`config.mk`:
```
export PLATFORM = sky130hd
export DESIGN_NAME = tx_time_sched
export DESIGN_NICKNAME = d
export VERILOG_FILES = /design/src/rtl/tx_sched_pkg.sv /design/src/rtl/sched_time_ctr.sv /design/src/rtl/sched_time_cmp.sv /design/src/rtl/sched_flags.sv /design/src/rtl/sched_release_fsm.sv /design/src/rtl/tx_time_sched.sv
export SDC_FILE = /design/constraint.sdc
export NUM_CORES = 1
export LEC_CHECK = 0
export CORE_ASPECT_RATIO = 1.5
export CORE_MARGIN = 2
export CORE_UTILIZATION = 46
export DETAILED_ROUTE_END_ITERATION = 12
export PLACE_DENSITY = 0.65
export SETUP_SLACK_MARGIN = 0.1
export SLEW_MARGIN = 20
export SYNTH_ARGS = -nofsm -noshare
export SYNTH_HDL_FRONTEND = slang
export SYNTH_HIERARCHICAL = 1
export SYNTH_SLANG_ARGS = --single-unit
```
`constraint.sdc`:
```
create_clock -name clk -period 3.6 [get_ports clk]
set_input_delay 0.9 -clock clk [delete_from_list [all_inputs] [get_ports clk]]
set_output_delay 0.9 -clock clk [all_outputs]
set_load 0.1 [all_outputs]
```
`src/rtl/tx_sched_pkg.sv`:
```
package tx_sched_pkg;

  typedef enum logic [2:0] {
    ST_HDR_TS,
    ST_HDR_LEN,
    ST_HOLD,
    ST_SEND,
    ST_DRAIN
  } rel_state_e;

endpackage

```
`src/rtl/sched_time_ctr.sv`:
```
// Free-running time base split into two halves; the carry into the upper
// half is registered, so the upper half lags by one cycle after a wrap.
module sched_time_ctr #(
  parameter int HALF_W = 16
) (
  input  logic              clk,
  input  logic              rst_n,
  output logic [HALF_W-1:0] lo_q,
  output logic [HALF_W-1:0] hi_q,
  output logic              cy_q
);

  always_ff @(posedge clk or negedge rst_n) begin
    if (!rst_n) begin
      lo_q <= '0;
      hi_q <= '0;
      cy_q <= 1'b0;
    end else begin
      lo_q <= lo_q + 1'b1;
      cy_q <= &lo_q;
      hi_q <= hi_q + HALF_W'(cy_q);
    end
  end

endmodule

```
`src/rtl/sched_time_cmp.sv`:
```
// Rebuilds the true time from the skewed halves and compares a timestamp.
module sched_time_cmp #(
  parameter int TIME_W = 32
) (
  input  logic [TIME_W-1:0]   ts,
  input  logic [TIME_W/2-1:0] lo,
  input  logic [TIME_W/2-1:0] hi,
  input  logic                cy,
  output logic [TIME_W-1:0]   now,
  output logic                at_time,
  output logic                past
);

  localparam int HALF_W = TIME_W / 2;

  logic [HALF_W-1:0] hi_eff;
  logic [TIME_W-1:0] diff;

  always_comb begin
    hi_eff  = hi + HALF_W'(cy);
    now     = {hi_eff, lo};
    at_time = (ts[HALF_W-1:0] == lo) && (ts[TIME_W-1:HALF_W] == hi_eff);
    diff    = ts - now;
    past    = diff[TIME_W-1];
  end

endmodule

```
`src/rtl/sched_flags.sv`:
```
// One registered event and one sticky bit per status source.
module sched_flags #(
  parameter int N = 2
) (
  input  logic         clk,
  input  logic         rst_n,
  input  logic [N-1:0] hit,
  input  logic [N-1:0] clr,
  output logic [N-1:0] evt,
  output logic [N-1:0] sticky
);

  for (genvar g = 0; g < N; g++) begin : g_flag
    logic ev_q;
    logic st_q;
    always_ff @(posedge clk or negedge rst_n) begin
      if (!rst_n) begin
        ev_q <= 1'b0;
        st_q <= 1'b0;
      end else begin
        ev_q <= hit[g];
        st_q <= hit[g] | (st_q & ~clr[g]);
      end
    end
    assign evt[g]    = ev_q;
    assign sticky[g] = st_q;
  end

endmodule

```
`src/rtl/sched_release_fsm.sv`:
```
// Header parsing, hold-until-time, paced release, late drain, frame tracking.
module sched_release_fsm
  import tx_sched_pkg::*;
#(
  parameter int WORD_W = 32
) (
  input  logic              clk,
  input  logic              rst_n,
  input  logic [WORD_W-1:0] buf_data,
  input  logic              buf_valid,
  output logic              buf_ready,
  input  logic              tx_tick,
  input  logic              at_time,
  input  logic              past,
  output logic [WORD_W-1:0] ts_q,
  output logic              smp_valid,
  output logic [WORD_W/2-1:0] smp_i,
  output logic [WORD_W/2-1:0] smp_q,
  output logic              late_hit,
  output logic              undr_hit
);

  localparam int SMP_W = WORD_W / 2;
  localparam int CNT_W = WORD_W - 2;
  localparam int S_POS = WORD_W - 1;
  localparam int E_POS = WORD_W - 2;

  rel_state_e       st_q;
  logic [CNT_W-1:0] left_q;
  logic             e_q;
  logic             frame_q;

  logic             take;
  logic             last;
  logic             pkt_done;
  logic             pkt_e;
  logic [CNT_W-1:0] len_in;

  always_comb begin
    buf_ready = (st_q == ST_HDR_TS) || (st_q == ST_HDR_LEN) ||
                (st_q == ST_DRAIN)  || ((st_q == ST_SEND) && tx_tick);
    take      = buf_ready && buf_valid;
    len_in    = buf_data[CNT_W-1:0];
    last      = (left_q == CNT_W'(1));
    late_hit  = (st_q == ST_HOLD) && !at_time && past;
    undr_hit  = tx_tick && frame_q && !buf_valid &&
                ((st_q == ST_HDR_TS) || (st_q == ST_HDR_LEN) || (st_q == ST_SEND));
    pkt_done  = ((st_q == ST_HDR_LEN) && take && (len_in == '0)) ||
                (((st_q == ST_SEND) || (st_q == ST_DRAIN)) && take && last);
    pkt_e     = (st_q == ST_HDR_LEN) ? buf_data[E_POS] : e_q;
  end

  always_ff @(posedge clk or negedge rst_n) begin
    if (!rst_n) begin
      st_q      <= ST_HDR_TS;
      ts_q      <= '0;
      left_q    <= '0;
      e_q       <= 1'b0;
      frame_q   <= 1'b0;
      smp_valid <= 1'b0;
      smp_i     <= '0;
      smp_q     <= '0;
    end else begin
      smp_valid <= (st_q == ST_SEND) && take;
      if ((st_q == ST_SEND) && take) begin
        smp_i <= buf_data[WORD_W-1:SMP_W];
        smp_q <= buf_data[SMP_W-1:0];
      end

      if (pkt_done && pkt_e) begin
        frame_q <= 1'b0;
      end else if ((st_q == ST_HDR_LEN) && take && buf_data[S_POS]) begin
        frame_q <= 1'b1;
      end

      unique case (st_q)
        ST_HDR_TS: begin
          if (take) begin
            ts_q <= buf_data;
            st_q <= ST_HDR_LEN;
          end
        end
        ST_HDR_LEN: begin
          if (take) begin
            e_q    <= buf_data[E_POS];
            left_q <= len_in;
            st_q   <= (len_in == '0) ? ST_HDR_TS : ST_HOLD;
          end
        end
        ST_HOLD: begin
          if (at_time) begin
            st_q <= ST_SEND;
          end else if (past) begin
            st_q <= ST_DRAIN;
          end
        end
        ST_SEND, ST_DRAIN: begin
          if (take) begin
            left_q <= left_q - 1'b1;
            if (last) st_q <= ST_HDR_TS;
          end
        end
        default: st_q <= ST_HDR_TS;
      endcase
    end
  end

endmodule

```
`src/rtl/tx_time_sched.sv`:
```
module tx_time_sched #(
  parameter int WORD_W = 32
) (
  input  logic                clk,
  input  logic                rst_n,
  input  logic [WORD_W-1:0]   buf_data,
  input  logic                buf_valid,
  output logic                buf_ready,
  input  logic                tx_tick,
  input  logic [1:0]          sts_clr,
  output logic                smp_valid,
  output logic [WORD_W/2-1:0] smp_i,
  output logic [WORD_W/2-1:0] smp_q,
  output logic                late_evt,
  output logic                undr_evt,
  output logic                late_sticky,
  output logic                undr_sticky,
  output logic [WORD_W-1:0]   time_now
);

  localparam int HALF_W = WORD_W / 2;

  logic [HALF_W-1:0] lo_w;
  logic [HALF_W-1:0] hi_w;
  logic              cy_w;
  logic [WORD_W-1:0] ts_w;
  logic              at_time_w;
  logic              past_w;
  logic              late_hit_w;
  logic              undr_hit_w;
  logic [1:0]        evt_w;
  logic [1:0]        sticky_w;

  sched_time_ctr #(.HALF_W(HALF_W)) u_ctr (
    .clk  (clk),
    .rst_n(rst_n),
    .lo_q (lo_w),
    .hi_q (hi_w),
    .cy_q (cy_w)
  );

  sched_time_cmp #(.TIME_W(WORD_W)) u_cmp (
    .ts     (ts_w),
    .lo     (lo_w),
    .hi     (hi_w),
    .cy     (cy_w),
    .now    (time_now),
    .at_time(at_time_w),
    .past   (past_w)
  );

  sched_release_fsm #(.WORD_W(WORD_W)) u_fsm (
    .clk      (clk),
    .rst_n    (rst_n),
    .buf_data (buf_data),
    .buf_valid(buf_valid),
    .buf_ready(buf_ready),
    .tx_tick  (tx_tick),
    .at_time  (at_time_w),
    .past     (past_w),
    .ts_q     (ts_w),
    .smp_valid(smp_valid),
    .smp_i    (smp_i),
    .smp_q    (smp_q),
    .late_hit (late_hit_w),
    .undr_hit (undr_hit_w)
  );

  sched_flags #(.N(2)) u_flags (
    .clk   (clk),
    .rst_n (rst_n),
    .hit   ({undr_hit_w, late_hit_w}),
    .clr   (sts_clr),
    .evt   (evt_w),
    .sticky(sticky_w)
  );

  assign late_evt    = evt_w[0];
  assign undr_evt    = evt_w[1];
  assign late_sticky = sticky_w[0];
  assign undr_sticky = sticky_w[1];

endmodule

```
# After elaboration in Yosys (flattened, before gate mapping)

Index checks and enable logic that the tools add are counted.

Eq/ne operators: 12
Bitwise operators: 6
Add/sub/neg operators: 4
Multiplexer cells: 14
Reductions and logical operators: 33

Operators with widths:

| kind                                               | number |
|---|---|
| two-way mux 30 bit                                 | 2 |
| case mux 30 bit (2 select lines)                   | 1 |
| == test 16 bit                                     | 2 |
| subtractor 32 bit                                  | 1 |
| == test 30 x 1 -> 1 bit, second input constant     | 1 |
| zero test 30 bit                                   | 1 |
| subtractor 30 x 1 -> 30 bit, second input constant | 1 |
| two-way mux 3 bit                                  | 6 |
| adder 16 x 1 -> 16 bit                             | 1 |
| adder 16 x 1 -> 16 bit, second input constant      | 1 |
| AND reduction 16 bit                               | 1 |
| logical AND 1 bit                                  | 15 |
| case mux 3 bit (4 select lines)                    | 1 |
| != test 2 x 1 -> 1 bit, second input constant      | 4 |
| == test 3 x 2 -> 1 bit, second input constant      | 2 |
| logical OR 1 bit                                   | 6 |
| AND reduction 5 bit                                | 1 |
| AND reduction 2 bit                                | 2 |
| nonzero test 2 bit                                 | 2 |
| == test 3 x 1 -> 1 bit, second input constant      | 1 |
| == test 3 bit, second input constant               | 1 |
| zero test 3 bit                                    | 1 |
| two-way mux 1 bit                                  | 3 |
| != test 3 x 2 -> 1 bit, second input constant      | 1 |
| other kinds (7)                                    | 11 |

Bits in registers: 137
Input port bits: 38
Word-level logic and storage cells: 84
Output and inout bits: 70

# Depth between registers and ports, before layout

Word-level depth: 10
Mapped depth: 17
Gate-level depth less buffers: 17

# Hierarchy

Netlist, hierarchy kept.

Modules (own cells, without submodules):

| module            | area an instance (um2) | instances | cells an instance | sequential area each (um2) |
|---|---|---|---|---|
| sched_release_fsm | 4783.3                 | 1         | 431               | 2502.4 |
| sched_time_ctr    | 1485.2                 | 1         | 119               | 825.8 |
| sched_time_cmp    | 1272.5                 | 1         | 172               | 0.0 |
| sched_flags       | 152.6                  | 1         | 12                | 100.1 |

# Worst setup path after synthesis

OpenSTA, ideal clock, no wires.

Kind: reg2reg
From: register u_ctr.hi_q[0]
To: register u_fsm.st_q[2]
Buffers on the path: 0
Stages on the path, launching flop included: 17
Path slack: -1279 ps
Required time: 3476 ps
Period minus slack after synthesis: 4879 ps
Setup time: 124 ps
Arrival time: 4755 ps
Path through: dfrtp_1 -> ha_1 -> ha_1 -> nand4_2 -> nor3_1 -> nand3_1 -> xnor2_1 -> inv_1 -> ha_1 -> and4_1 -> nand3_1 -> or3_1 -> o211ai_1 -> xnor2_1 -> nor2b_1 -> and3_1 -> o21bai_1

Elaborated cells on any way between the ends: 8
Those cells by class: add/sub: 2; eq/ne: 2; mux: 2; reduce/logical: 2

RTL lines:

| item                                    | line                    | text |
|---|---|---|
| start, declared                         | sched_time_ctr.sv:9     | `output logic [HALF_W-1:0] hi_q,` |
| start signal, assigned                  | sched_time_ctr.sv:21    | `hi_q <= hi_q + HALF_W'(cy_q);` |
| adder 16 x 1 -> 16 bit                  | sched_time_cmp.sv:20    | `hi_eff = hi + HALF_W'(cy);` |
| net time_now[28]                        | tx_time_sched.sv:18     | `output logic [WORD_W-1:0] time_now` |
| subtractor 32 bit                       | sched_time_cmp.sv:23    | `diff = ts - now;` |
| net past_w                              | tx_time_sched.sv:28     | `logic past_w;` |
| != test 3 x 2 -> 1 bit (no source line) | --                      |  |
| AND reduction 5 bit (no source line)    | --                      |  |
| end signal, assigned                    | sched_release_fsm.sv:87 | `st_q <= (len_in == '0) ? ST_HDR_TS : ST_HOLD;` |
| end, declared                           | sched_release_fsm.sv:28 | `rel_state_e st_q;` |

The timed path passes the listed nets, and every way through them passes these cells.
A chain may end at the register's enable or synchronous reset.

# Worst setup path in the final report

From: register u_ctr.hi_q[0]
To: register u_fsm.st_q[2]

Elaborated cells on any way between the ends: 8
Those cells by class: add/sub: 2; eq/ne: 2; mux: 2; reduce/logical: 2

RTL lines:

| item                                    | line |
|---|---|
| adder 16 x 1 -> 16 bit                  | sched_time_cmp.sv:20 |
| subtractor 32 bit                       | sched_time_cmp.sv:23 |
| net past_w                              | tx_time_sched.sv:28 |
| != test 3 x 2 -> 1 bit (no source line) | -- |
| AND reduction 5 bit (no source line)    | -- |

The timed path passes the listed nets, and every way through them passes these cells.

==> run_results.csv <==
group,metric,value,unit
sta,hold_ws,0.454,ns
critical_path,rr_endpoint,"u_fsm/st_q[2]",
logic_synthesis,ys_warn_count,6,
grt,grt_pass1_vias,6335,
routing,drtPass1Iterations,6,
sta,timing.max_slew.rel_slack,38.0,%
sta,maxSlewViolCount,0,
critical_path,cp_data_arrival_time,3.74,ns
job,drv_cap,0,
pwr,seqPwrFrac,31.0,%
pwr,vdd_drop_max,573,uV
place,dp_slack,-0.125,ns
logic_synthesis,synth_nets,809,
cells_and_area,drive_gt1_share,29.8,%
floorplan,dieArea,17800,um2
floorplan,die_h,162,um
routing,viasPerCell,5.73,
logic_synthesis,yosysSeqAreaShare,44.6,%
clock_network,cts_hold_buf,0,
sta,period_minus_slack,3.40,ns
sta,rsz0062_at_grt,"true",
routing,ant_nets,0,
sta,finalCritPeriodShare,94.3,%
floorplan,std_cell_rows,57,
routing,avgRoutedWirePerCell,19.4,um
grt,overflow,0,
pwr,netSwitchingFraction,45.7,%
floorplan,start_util,47.3,%
critical_path,cp.required,3.94,ns
critical_path,reg2reg_depth,17,
grt,grt_use_total,24.3,%
pwr,fin_total_pwr,8520,uW
place,dpl.hpwl,15000,um
logic_synthesis,syn-cell-area,7690,um2
logic_synthesis,syn_inst,734,
pwr,p_clk_share,21.1,%
floorplan,die_w,110,um
worst_hold_path,hold_class,"reg2reg",
pwr,p_switching,3890,uW
sta,hold_violations,0,
critical_path,endpoint_kind,"flip-flop",
clock_network,cts_inserted_buffers,17,
clock_network,h-tree-depth,4,
routing,wl,20700,um
place,portBuffers,107,
logic_synthesis,avgSynthCellArea,10.5,um2
grt,grt_use_met3,4.84,%
logic_synthesis,yosys-top-cells-count,"137 x dfrtp_1, 64 x mux2_2, 49 x inv_1, 43 x nor2_1, 39 x a21oi_1",
clock_network,cts_num_sinks,137,
cells_and_area,diodes,0,
sta,fmax,294,MHz
logic_synthesis,yosys_most_used_dff,"dfrtp_1",
place,gp_congestion,0.903,
cells_and_area,regArea,3430,um2
clock_network,clk_path_buf_depth,2,
logic_synthesis,yosysTopAreaCellShare,44.6,%
clock_network,cts_tree,"yes",
pwr,pwr-share-comb,47.9,%
critical_path,r2r_slack,0.20,ns
pwr,p_int,4630,uW
cells_and_area,multi_input_area,4060,um2
cells_and_area,final.fill_count,1390,
grt,antenna_found_initial,0,
worst_hold_path,whs_endpoint,"u_fsm/frame_q",
logic_synthesis,ys_seq_elements,137,
routing,drc,0,
logic_synthesis,yosys.area.top_type,"dfrtp_1",
grt,grt_first_pass_wirelength,33100,um
logic_synthesis,synthArstFlopShare,100,%
grt,met2_usage,42.4,%
logic_synthesis,synth_cell_types,75,
critical_path,cp_max_fo,3,
pwr,leakage,0.00430,uW
pwr,power.density,875,nW/um2
logic_synthesis,yosysMostFrequentCell,"dfrtp_1",
sta,setup_viol,0,
sta,worstMarginPinSlew,0.907,ns
clock_network,cts_root_buffer,"clkbuf_16",
critical_path,path_class,"reg2reg",
cells_and_area,final_cell_count_no_fill,1062,
grt,use_met1,28.6,%
sta,skew,0.00941,ns
floorplan,coreArea,16300,um2
worst_hold_path,hold_start,"u_fsm/e_q",
grt,grt_busiest_layer,"met2",
sta,postLayoutSetupSlackWorst,0.204,ns
clock_network,path_clk_slew,0.06,ns
logic_synthesis,synthTopCellsByArea,"dfrtp_1 45%, mux2_2 9.4%, ha_1 6.0%",
critical_path,reg2reg_from,"u_ctr/hi_q[0]",
logic_synthesis,synth-edff-count,0,
clock_network,clock_latency,0.42,ns
floorplan,io_pins,108,
cells_and_area,fin_nets,919,
grt,grt_max_degree,109,
cells_and_area,syn2layout_area_growth,26.5,%
critical_path,cp-start-kind,"flip-flop",
worst_hold_path,hold_depth,1,
place,place_inst,1020,
routing,drt_iter0_markers,307,
routing,vias,6086,
outcome,outcome,"completed",
[placed cells by master (no fill, tap or decap), drive strengths merged, types with 27 or more instances in the layout]
cell / Yosys / final
buf: 26 / 99
clkdlybuf4s50: 0 / 36
dfrtp: 137 / 137
mux2: 65 / 65
ha: 37 / 37
nor2: 45 / 45
nand2: 29 / 29
inv: 49 / 49
nand3: 28 / 28
nand4: 27 / 27
a21oi: 40 / 40
o21ai: 38 / 38
[cell type report]
type | count | area share (%)
Inverter | 49 | 1.89
Clock buffer | 24 | 5.05
Tap cell | 206 | 2.65
Sequential cell | 137 | 35.3
Multi-Input combinational cell | 503 | 41.7
Timing Repair Buffer | 136 | 12.3
Clock inverter | 7 | 1.18
[critical path: stages (launching register included)]
cell and delay [ns]:
dfrtp_1 0.39, ha_4 0.18, ha_4 0.15, nand4_4 0.11
nor3_4 0.26, nand2_2 0.09, nor2_4 0.16, xnor2_4 0.14
inv_2 0.07, ha_4 0.27, and4_1 0.20, nand3_1 0.09
or3_4 0.35, o211ai_1 0.21, xnor2_1 0.15, nor2b_2 0.19
and3_4 0.20, o21bai_1 0.11
[flip-flops by register name, summed over array words and instances (netlist names)]
register	count
u_fsm/st_q	3
u_flags/g_flag.st_q	2
u_fsm/smp_q	16
u_ctr/lo_q	16
u_fsm/smp_valid	1
u_flags/g_flag.ev_q	2
u_fsm/smp_i	16
u_fsm/ts_q	32
u_ctr/cy_q	1
u_fsm/left_q	30
u_ctr/hi_q	16
u_fsm/frame_q	1
u_fsm/e_q	1
[power groups by stage]
stage / sequential [uW] / clock (uW) / combinational [uW]
final: 2640 / 1800 / 4080
after CTS: 2630 / 1840 / 4050
after detailed placement: 2650 / 0 / 4010
after global placement: 2620 / 0 / 3920
after global routing: 2730 / 1910 / 4340
after floorplan: 3800 / 0 / 1880
[what timing repair did]
item,in CTS,in global routing
cloned,0,0
setup endpoints to repair,4,4
pin swaps,3,11
setup buffers,3,8
resized for setup,6,5
[cell families (layout without fill, tap and decap cells)]
family | after synthesis | count (layout) | share of synthesized area, %
AOI/OAI and AO/OA | 137 | 137 | 11.3
xor gates and xnor gates | 47 | 47 | 5.74
buffers and inverters | 94 | 216 | 5.72
muxes | 66 | 66 | 9.64
adders and majority gates | 37 | 37 | 6.02
DFF | 137 | 137 | 44.6
and+or+nand+nor | 216 | 216 | 17.0
[stage by stage]
| step | util (%) | TNS [ns] | cell area, um2 |
|---|---|---|---|
| 6_report | 59.8 | 0 | 9730 |
| 5_1_grt | 59.8 | 0 | 9730 |
| 4_1_cts | 59.2 | 0 | 9630 |
| 3_5_place_dp | 55.2 | -0.189 | 8980 |
| 3_3_place_gp | 55.2 | 0 | 8980 |
| 2_1_floorplan | - | -0.192 | 7860 |
[worst max-delay path by stage]
stage,start,endpoint,cells after the start
after floorplan,u_ctr/cy_q,u_fsm/st_q[2],16
after global placement,u_ctr/cy_q,u_fsm/st_q[2],17
after detailed placement,u_ctr/cy_q,u_fsm/st_q[2],17
after CTS,u_ctr/cy_q,u_fsm/st_q[2],17
after global routing,u_ctr/cy_q,u_fsm/st_q[2],17
final,u_ctr/hi_q[0],u_fsm/st_q[2],17
[layer usage]
layer,share of wire (%),vias up
met3,4.3,32
li1,-,2865
met1,39,3012
met2,54,177
met4,2.6,0
met5,0,-
Note: power is estimated with default switching activity, not from simulation.
